--- src/rtl/flash_seq_pkg.sv ---
package flash_seq_pkg;

    localparam int SEL_W = 2;
    localparam int DIV_W = 6;

    typedef enum logic [2:0] {
        OP_NONE  = 3'd0,
        OP_SEG   = 3'd1,
        OP_MASS  = 3'd2,
        OP_FULL  = 3'd3,
        OP_BYTE  = 3'd4,
        OP_BLOCK = 3'd5
    } op_e;

    typedef struct packed {
        logic blk;
        logic wrt;
        logic meras;
        logic erase;
    } ctl_t;

    typedef enum logic [2:0] {
        S_IDLE,
        S_RUN,
        S_ELEM,
        S_GAP,
        S_TAIL
    } st_e;

    function automatic op_e decode_op(input ctl_t c);
        case ({c.blk, c.wrt, c.meras, c.erase})
            4'b0001: return OP_SEG;
            4'b0010: return OP_MASS;
            4'b0011: return OP_FULL;
            4'b0100: return OP_BYTE;
            4'b1100: return OP_BLOCK;
            default: return OP_NONE;
        endcase
    endfunction

    function automatic int max2(input int a, input int b);
        return (a > b) ? a : b;
    endfunction

endpackage

--- src/rtl/fseq_tick_gen.sv ---
module fseq_tick_gen
    import flash_seq_pkg::*;
#(
    parameter int STALL_LIMIT = 64
) (
    input  logic             clk,
    input  logic             rst,
    input  logic             run,
    input  logic             src_a,
    input  logic             src_m,
    input  logic             src_s,
    input  logic [SEL_W-1:0] sel,
    input  logic [DIV_W-1:0] div,
    output logic             tick,
    output logic             stall
);
    localparam int STALL_W = $clog2(STALL_LIMIT + 1);

    logic             src_pick;
    logic             smp_d1, smp_d2;
    logic             rise;
    logic [DIV_W-1:0] div_cnt;
    logic [STALL_W-1:0] idle_cnt;

    always_comb begin
        case (sel)
            2'b00:   src_pick = src_a;
            2'b01:   src_pick = src_m;
            default: src_pick = src_s;
        endcase
    end

    always_ff @(posedge clk) begin
        if (rst) begin
            smp_d1 <= 1'b0;
            smp_d2 <= 1'b0;
        end else begin
            smp_d1 <= src_pick;
            smp_d2 <= smp_d1;
        end
    end

    assign rise = smp_d1 & ~smp_d2;

    always_ff @(posedge clk) begin
        if (rst || !run) begin
            div_cnt <= '0;
        end else if (rise) begin
            div_cnt <= (div_cnt == div) ? '0 : div_cnt + 1'b1;
        end
    end

    assign tick = run & rise & (div_cnt == div);

    always_ff @(posedge clk) begin
        if (rst || !run || rise) begin
            idle_cnt <= '0;
        end else if (!stall) begin
            idle_cnt <= idle_cnt + 1'b1;
        end
    end

    assign stall = (idle_cnt == STALL_W'(STALL_LIMIT));

endmodule

--- src/rtl/fseq_ctl_reg.sv ---
module fseq_ctl_reg
    import flash_seq_pkg::*;
(
    input  logic clk,
    input  logic rst,
    input  logic emex,
    input  logic we,
    input  ctl_t wdata,
    output ctl_t q
);
    always_ff @(posedge clk) begin
        if (rst || emex) begin
            q <= '0;
        end else if (we) begin
            q <= wdata;
        end
    end
endmodule

--- src/rtl/fseq_fsm.sv ---
module fseq_fsm
    import flash_seq_pkg::*;
#(
    parameter int ERASE_TICKS = 5000,
    parameter int WORD_TICKS  = 33,
    parameter int ELEM_TICKS  = 20,
    parameter int TAIL_TICKS  = 15,
    parameter int CNT_W       = 13
) (
    input  logic clk,
    input  logic rst,
    input  ctl_t ctl,
    input  logic lock,
    input  logic arr_we,
    input  logic emex,
    input  logic tick,
    input  logic stall,
    output logic run,
    output logic busy,
    output logic elem_ready,
    output logic done,
    output logic fail,
    output op_e  op_mode
);
    st_e              st;
    op_e              op;
    op_e              req_op;
    logic [CNT_W-1:0] cnt;
    logic             accept;
    logic             done_q, fail_q;

    assign accept = arr_we & ~lock;
    assign req_op = decode_op(ctl);

    always_ff @(posedge clk) begin
        if (rst) begin
            st     <= S_IDLE;
            op     <= OP_NONE;
            cnt    <= '0;
            done_q <= 1'b0;
            fail_q <= 1'b0;
        end else begin
            done_q <= 1'b0;
            if (emex) begin
                st <= S_IDLE;
                op <= OP_NONE;
            end else if (st != S_IDLE && stall) begin
                st     <= S_IDLE;
                op     <= OP_NONE;
                fail_q <= 1'b1;
            end else begin
                case (st)
                    S_IDLE: begin
                        if (accept && req_op != OP_NONE) begin
                            op     <= req_op;
                            fail_q <= 1'b0;
                            if (req_op == OP_BLOCK) begin
                                st  <= S_ELEM;
                                cnt <= CNT_W'(ELEM_TICKS);
                            end else begin
                                st  <= S_RUN;
                                cnt <= (req_op == OP_BYTE) ? CNT_W'(WORD_TICKS)
                                                           : CNT_W'(ERASE_TICKS);
                            end
                        end
                    end
                    S_GAP: begin
                        if (accept) begin
                            st  <= S_ELEM;
                            cnt <= CNT_W'(ELEM_TICKS);
                        end else if (!(ctl.wrt && ctl.blk)) begin
                            st  <= S_TAIL;
                            cnt <= CNT_W'(TAIL_TICKS);
                        end
                    end
                    default: begin
                        if (tick) begin
                            if (cnt == CNT_W'(1)) begin
                                if (st == S_ELEM) begin
                                    st <= S_GAP;
                                end else begin
                                    st     <= S_IDLE;
                                    op     <= OP_NONE;
                                    done_q <= 1'b1;
                                end
                            end else begin
                                cnt <= cnt - 1'b1;
                            end
                        end
                    end
                endcase
            end
        end
    end

    assign run        = (st != S_IDLE);
    assign busy       = run;
    assign elem_ready = (st == S_GAP);
    assign done       = done_q;
    assign fail       = fail_q;
    assign op_mode    = op;

endmodule

--- src/rtl/flash_op_seq.sv ---
module flash_op_seq
    import flash_seq_pkg::*;
#(
    parameter int ERASE_TICKS = 5000,
    parameter int WORD_TICKS  = 33,
    parameter int ELEM_TICKS  = 20,
    parameter int TAIL_TICKS  = 15,
    parameter int STALL_LIMIT = 64
) (
    input  logic       clk,
    input  logic       rst,
    input  logic       src_a,
    input  logic       src_m,
    input  logic       src_s,
    input  logic [1:0] clk_sel,
    input  logic [5:0] clk_div,
    input  logic       ctl_we,
    input  logic [3:0] ctl_wdata,
    output logic [3:0] ctl_q,
    input  logic       emex,
    input  logic       lock,
    input  logic       arr_we,
    output logic       busy,
    output logic       elem_ready,
    output logic       done,
    output logic       fail,
    output logic [2:0] op_mode
);
    localparam int MAX_TICKS = max2(max2(ERASE_TICKS, WORD_TICKS),
                                    max2(ELEM_TICKS, TAIL_TICKS));
    localparam int CNT_W = $clog2(MAX_TICKS + 1);

    ctl_t ctl_r;
    logic run, tick, stall;
    op_e  op_w;

    fseq_ctl_reg u_ctl (
        .clk   (clk),
        .rst   (rst),
        .emex  (emex),
        .we    (ctl_we),
        .wdata (ctl_t'(ctl_wdata)),
        .q     (ctl_r)
    );

    fseq_tick_gen #(.STALL_LIMIT(STALL_LIMIT)) u_tick (
        .clk   (clk),
        .rst   (rst),
        .run   (run),
        .src_a (src_a),
        .src_m (src_m),
        .src_s (src_s),
        .sel   (clk_sel),
        .div   (clk_div),
        .tick  (tick),
        .stall (stall)
    );

    fseq_fsm #(
        .ERASE_TICKS (ERASE_TICKS),
        .WORD_TICKS  (WORD_TICKS),
        .ELEM_TICKS  (ELEM_TICKS),
        .TAIL_TICKS  (TAIL_TICKS),
        .CNT_W       (CNT_W)
    ) u_fsm (
        .clk        (clk),
        .rst        (rst),
        .ctl        (ctl_r),
        .lock       (lock),
        .arr_we     (arr_we),
        .emex       (emex),
        .tick       (tick),
        .stall      (stall),
        .run        (run),
        .busy       (busy),
        .elem_ready (elem_ready),
        .done       (done),
        .fail       (fail),
        .op_mode    (op_w)
    );

    assign ctl_q   = ctl_r;
    assign op_mode = op_w;

endmodule

--- config.mk ---
export PLATFORM = sky130hd
export DESIGN_NAME = flash_op_seq
export DESIGN_NICKNAME = d
export VERILOG_FILES = /design/src/rtl/flash_seq_pkg.sv /design/src/rtl/fseq_tick_gen.sv /design/src/rtl/fseq_ctl_reg.sv /design/src/rtl/fseq_fsm.sv /design/src/rtl/flash_op_seq.sv
export SDC_FILE = /design/constraint.sdc
export NUM_CORES = 1
export LEC_CHECK = 0
export CORE_ASPECT_RATIO = 1.25
export CORE_MARGIN = 2
export CORE_UTILIZATION = 30
export CTS_BUF_LIST = sky130_fd_sc_hd__clkbuf_2
export CTS_CLUSTER_DIAMETER = 200
export DETAILED_ROUTE_END_ITERATION = 12
export GPL_ROUTABILITY_DRIVEN = 0
export SYNTH_ARGS = -nofsm -noshare
export SYNTH_HDL_FRONTEND = slang
export SYNTH_SLANG_ARGS = --single-unit
--- constraint.sdc ---
create_clock -name clk -period 3.9 [get_ports clk]
set_input_delay 0.585 -clock clk [delete_from_list [all_inputs] [get_ports clk]]
set_output_delay 0.585 -clock clk [all_outputs]
set_load 0.03 [all_outputs]
==> run metrics, run 1 <==
Async S/R FF share, synth 0%; Cell Area, Synth 2430 sq um; R2R cell count 5; CTS tree done; routed len/inst 14.7 um; Seq/Total Area, Yosys 33.0%; Compound-Gate Fraction of Synth Area 22.7%; pin count of the biggest net entering global routing 18; synth warn 0; Root Buffer clkbuf_2; PortBufs 31; Slew HR 46.6%; die extent in y 105 um; Leak 0.000998 uW; Min-Delay Path Class register to register; Hold Buf Count CTS 0; CP top delay family buffers and inverters; Avg Inst Size Synth 8.42 sq um; First-pass DRT Iterations 4; Top FF cell, synth dfxtp_1; Worst Setup EP busy; met3 WL post-DR 238 um; GRT Util Overall 14.5%; setup TNS 0 ns; Pins Over Slew Limit 0; Num CTS Buffers 5; launching point of the worst reg2reg path u_tick.smp_d1; DIE AREA 8830 sq um; # diodes 0; met1 WL 2860 um; largest family of logic cells by synthesized area simple AND/OR/NAND/NOR gates; Fin. Hold Viols 0; reg2reg end u_fsm.cnt[7]; grt ovf 0; DRT iter0 DRCs 120; register clock-pin slew on the reported worst setup and hold paths 0.21 ns; Post-Synth Adder-Cell Area 2.58%; largest stage delay on the critical path 0.63 ns; worst skew pair latency 0.40 ns; Crit. End Element output port; post-synthesis cell type count 69; clock tree sinks 40; Worst Path Buf+Inv 2; Max Clk Rate 389 MHz; overall routed net length 6030 um; Setup Buffers After CTS 0; Worst VDD drop 0.000114 V; Worst Path Arrival 1.99 ns; total power 780 uW; number of flops mapped to enable cells by yosys 0; Net Count, Synth 314; CTS Buffer Depth 2; maximum fanout along the worst path 10; Setup CP Type register to output port; Max Clock Skew 0.0187 ns; worst-path cell with the longest stage delay clkdlybuf4s50_1; unrepaired setup endpoints after global routing false; top layer in use met4; cell count after synthesis 288; Boundary Pins 32; Via Count 2259; initial antenna violation count 0; Final ANT Viol Nets 0; starting density of the core 31.0%; Tcrit/Tclk final 65.9%; NumNets Final 339; Pwr per Cell Area 272 nW/um^2; setup violators final 0; vias in the first global route 2225; Setup crit start kind register; Stages on worst setup path 3; H-tree levels 2; dpl hpwl 4520 um; Critical Path RT 3.31 ns; post-synthesis xor/xnor area fraction 6.50%; Synth Area in Simple Gates 28.7%; status complete, no violations; # DRC 0; CTS resizes 0; Rows 36; Yosys reg bits 40; minimum clock period after layout 2.57 ns; Core Box Area 7840 sq um; flop2flop setup slack 1.66 ns; die width 84.4 um; Max-Cap Viols 0; post-synthesis mux area share 2.06%; routed wl met2 2800 um; Worst-Margin Slew 0.801 ns; Worst Setup SP u_fsm.st[2]; Area Growth Syn to Fin 18.2%; post-DR vias/cell 5.52; first-pass GRT wire length 10700 um; fraction of layout cells with a size suffix above 1 9.55%; crit-path cells nor3_4, inv_2, clkdlybuf4s50_1
## stage by stage
| stage | worst slack (ns) | util (%) | hold slack (ns) | cells | cell area [sq um] |
|---|---|---|---|---|---|
| floorplan | 1.99 | - | 0.453 | 288 | 2430 |
| global placement | 1.30 | 35.7 | 0.467 | 401 | 2800 |
| detailed placement | 1.23 | 35.7 | 0.479 | 401 | 2800 |
| CTS | 1.28 | 36.6 | 0.508 | 409 | 2870 |
| global route | 1.16 | 36.6 | 0.532 | 409 | 2870 |
| finish | 1.33 | 36.6 | 0.513 | 409 | 2870 |
## how the worst min path moves through the flow
stage,from,end,slack (ns),cells after the start
after global routing,u_fsm.cnt[5],u_fsm.cnt[5],0.53,2
final,u_fsm.cnt[5],u_fsm.cnt[5],0.51,2
after global placement,u_tick.smp_d1,u_tick.smp_d2,0.47,1
after detailed placement,u_fsm.op_mode[2],u_fsm.op_mode[2],0.48,1
after floorplan,u_tick.smp_d1,u_tick.smp_d2,0.45,1
after CTS,u_tick.smp_d1,u_tick.smp_d2,0.51,1
## cells in the mapped netlist (3+ instances only)
library cell  instances  area [sq um]
mux2i_1               5          50.1
buf_2                 4          20.0
nor3_1                7          35.0
nand2_1              24          90.1
nor2b_1               5          31.3
o211ai_1              5          37.5
o31ai_1               6          45.0
ha_1                  5          62.6
o21ai_0               6          30.0
nand4_1               7          43.8
a31oi_1               7          43.8
a211oi_1              3          22.5
dfxtp_1              40           801
nand3_1              10          50.1
nor2_1               33           124
clkbuf_1              8          30.0
xnor2_1               8          70.1
or2_2                 4          25.0
a31o_1                3          26.3
xor2_1               10          87.6
inv_1                 8          30.0
and3_1                7          43.8
and2_1                3          18.8
a21oi_1              12          60.1
## layout by cell type, fill, tap and decap left out, types with 6 or more instances in the layout
cell type and count:
a31oi_1 7, nand2_1 24, a21oi_1 12, o31ai_1 6, nand4_1 7, clkdlybuf4s50_1 31, dfxtp_1 40, nor2_1 33
nand3_1 10, nor3_1 7, clkbuf_2 6, xnor2_1 8, o21ai_0 6, and3_1 7, xor2_1 10, inv_1 8
## flip-flops by register name (all words and copies together) (netlist names), 3 cells and up
name / flops
u_fsm.cnt: 13
u_ctl.q: 4
u_fsm.st: 3
u_tick.div_cnt: 6
u_tick.idle_cnt: 7
u_fsm.op_mode: 3
## cells by family (layout without fill, tap and decap cells)
kind of cell    count (synthesis)  count (layout)
xor+xnor                       18              18
compound gates                 71              71
buf+inv                        25              51
fa+ha+maj                       5               5
simple gates                  124             124
mux                             5               5
flops                          40              40
## power breakdown
group | leakage (uW) | total [uW] | switching (uW) | internal [uW]
Combinational | 0.000632 | 107 | 57.7 | 49.1
Clock | 0.0000430 | 252 | 142 | 110
Sequential | 0.000323 | 422 | 6.64 | 415
## layer usage
metal | GRT usage, % | vias to the layer above
li1 | - | 1118
met1 | 18.9 | 1071
met2 | 23.8 | 62
met3 | 2.53 | 8
met4 | 5.56 | 0
met5 | 0 | -
## tightest hold or removal path, cell delays in order (launching register included)
cell and delay (ns):
dfxtp_1 0.37, inv_1 0.05, o32ai_1 0.07
## final cells by class
| cell class | instances | area [sq um] |
|---|---|---|
| fillers | 853 | 4970 |
| multi-input cells | 223 | 1520 |
| flip-flops and latches | 40 | 801 |
| repair buffers | 33 | 325 |
| well taps | 95 | 119 |
| inverters | 10 | 37.5 |
| clock inverters | 2 | 35.0 |
| clock buffers | 6 | 30.0 |
No activity file was read; power rests on OpenSTA's default activity.
==> inputs of run 2 (changes only) <==
==> constraint.sdc (replaced) <==
create_clock -name clk -period 2.3 [get_ports clk]
set_input_delay 0.345 -clock clk [delete_from_list [all_inputs] [get_ports clk]]
set_output_delay 0.345 -clock clk [all_outputs]
set_load 0.03 [all_outputs]
==> run metrics, run 2 (synthesis gave the netlist of run 1 again) <==
reg2reg end u_fsm.cnt[10]; post-DR vias/cell 5.47 (-0.94%); Max Clk Rate 474 MHz; Root Buffer clkbuf_2; die extent in y 105 um (unchanged); crit-path cells inv_1, ha_1, and4bb_2, a31oi_1, and3_1, buf_4, nand4b_1, o211ai_1; worst skew pair latency 0.41 ns (about the same); pin count of the biggest net entering global routing 19 (+1); Setup Buffers After CTS 0 (unchanged); dpl cells 414 (+3.2%); Area Growth Syn to Fin 22.3%; fraction of layout cells with a size suffix above 1 12.8% (+3.3 points); Worst Path Arrival 2.46 ns (+0.47 ns); NumNets Final 352 (+3.8%); Min Hold Slack 0.495 ns (-0.0180 ns); register clock-pin slew on the reported worst setup and hold paths 0.23 ns (+0.02 ns); H-tree levels 2 (unchanged); minimum clock period after layout 2.11 ns; Pwr per Cell Area 453 nW/um^2 (+66%); Worst VDD drop 0.000211 V (+85%); grt ovf 0 (unchanged); # DRC 0 (unchanged); worst-path cell with the longest stage delay dfxtp_1; Hold Buf Count CTS 0 (unchanged); initial antenna violation count 0 (unchanged); Pins Over Slew Limit 0 (unchanged); Min-Delay Path Class register to register; setup violators final 0 (unchanged); unrepaired setup endpoints after global routing false; max reg flops 13 (unchanged); maximum fanout along the worst path 5 (-5); Core Box Area 7840 sq um (unchanged); DRT iter0 DRCs 156 (+30%); vias in the first global route 2266 (+1.8%); commonest non-fill, non-tap cells in the layout 40 x dfxtp_1, 33 x nor2_1, 29 x clkdlybuf4s50_1, 24 x nand2_1, 15 x buf_4; Setup crit start kind register; Hold Crit Depth 1 (-1); hold endpoint u_tick.smp_d2; Tcrit/Tclk final 91.7%; setup slack at placement 0.0525 ns (-1.18 ns); Fin. Hold Viols 0 (unchanged); CTS resizes 1 (+1); CTS Buffer Depth 2 (unchanged); Final ANT Viol Nets 0 (unchanged); status complete, no violations; dpl hpwl 4740 um (+4.7%); Top reg by flops u_fsm.cnt; flop2flop setup slack 0.19 ns (-1.47 ns); commonest non-fill, non-tap cell in the layout dfxtp_1; Max-Cap Viols 0 (unchanged); Max Clock Skew 0.0127 ns (-0.00599 ns); DIE AREA 8830 sq um (unchanged); Leak 0.00108 uW (+8.4%); # diodes 0 (unchanged); setup TNS 0 ns (unchanged); PortBufs 31 (unchanged); Rows 36 (unchanged); clock tree sinks 40 (unchanged); Num CTS Buffers 5 (unchanged); routed len/inst 14.8 um (+0.44%); Worst Hold Launch u_tick.smp_d1; final cell count without fillers 422 (+3.2%); Setup CP Type register to register; Via Count 2309 (+2.2%); Critical Path RT 2.65 ns (-0.66 ns); final setup margin 0.190 ns (-1.14 ns); Worst-Margin Slew 0.824 ns (+0.0222 ns); largest stage delay on the critical path 0.43 ns (-0.20 ns); overall routed net length 6250 um (+3.6%); R2R cell count 8 (+3); Boundary Pins 32 (unchanged); starting density of the core 31.0% (unchanged); die width 84.4 um (unchanged); launching point of the worst reg2reg path u_tick.idle_cnt[0]; GRT Util Overall 14.6% (+0.068 points); top flop regs u_fsm.cnt x13, u_tick.idle_cnt x7, u_tick.div_cnt x6; CTS tree done; First-pass DRT Iterations 4 (unchanged); Crit. End Element register; Slew HR 45.1% (-1.5 points); first-pass GRT wire length 10700 um (about the same)
-- run 2: how the worst max path moves through the flow --
stage	start	to	slack (ns)	depth (start not counted)
6_report	u_tick.idle_cnt[0]	u_fsm.cnt[10]	0.19	8
5_1_grt	u_tick.idle_cnt[0]	u_fsm.cnt[6]	0.06	8
4_1_cts	u_fsm.st[2]	busy	0.05	3
3_5_place_dp	clk_div[2]	u_fsm.cnt[7]	0.05	6
3_3_place_gp	clk_div[2]	u_fsm.cnt[7]	0.07	6
2_1_floorplan	u_fsm.cnt[0]	u_fsm.cnt[12]	0.42	8
-- run 2: where the power goes --
group | total (uW) | switching [uW] | leakage [uW] | internal [uW]
sequential | 716 | 11.8 | 0.000323 | 704
combinational | 192 | 101 | 0.000719 | 91.3
clock | 435 | 253 | 0.0000406 | 183
total | 1340 | 366 | 0.00108 | 978
-- run 2: per-layer routing --
layer / GRT usage [%] / wire length [um] / vias up
li1: - / - / 1142
met1: 18.9 / 2910 / 1083
met2: 24.3 / 2960 / 70
met3: 2.45 / 259 / 14
met4: 4.99 / 121 / 0
met5: 0 / 0 / -
-- run 2: cell type report --
cell class                 count  area (sq um)
tap                           95           119
clock inverter                 3          42.5
sequential                    40           801
clock buffer                   5          25.0
inverter                      10          37.5
multi-input combinational    223          1520
timing repair buffer          46           424
fill                         826          4870
-- run 2: through the flow --
stage	total power (uW)	area (sq um)	utilization [%]
2_1_floorplan	843	2430	-
3_3_place_gp	919	2900	37.0
3_5_place_dp	920	2900	37.0
4_1_cts	1360	2970	37.8
5_1_grt	1400	2970	37.9
6_report	1340	2970	37.9
-- run 2: critical path, delay by kind of cell (launching register included) --
| kind | cells | cell delay [ns] |
|---|---|---|
| and+or+nand+nor | 3 | 0.75 |
| buffers and inverters | 2 | 0.25 |
| adders and majority gates | 1 | 0.18 |
| AOI/OAI and AO/OA | 2 | 0.44 |
| DFF | 1 | 0.43 |
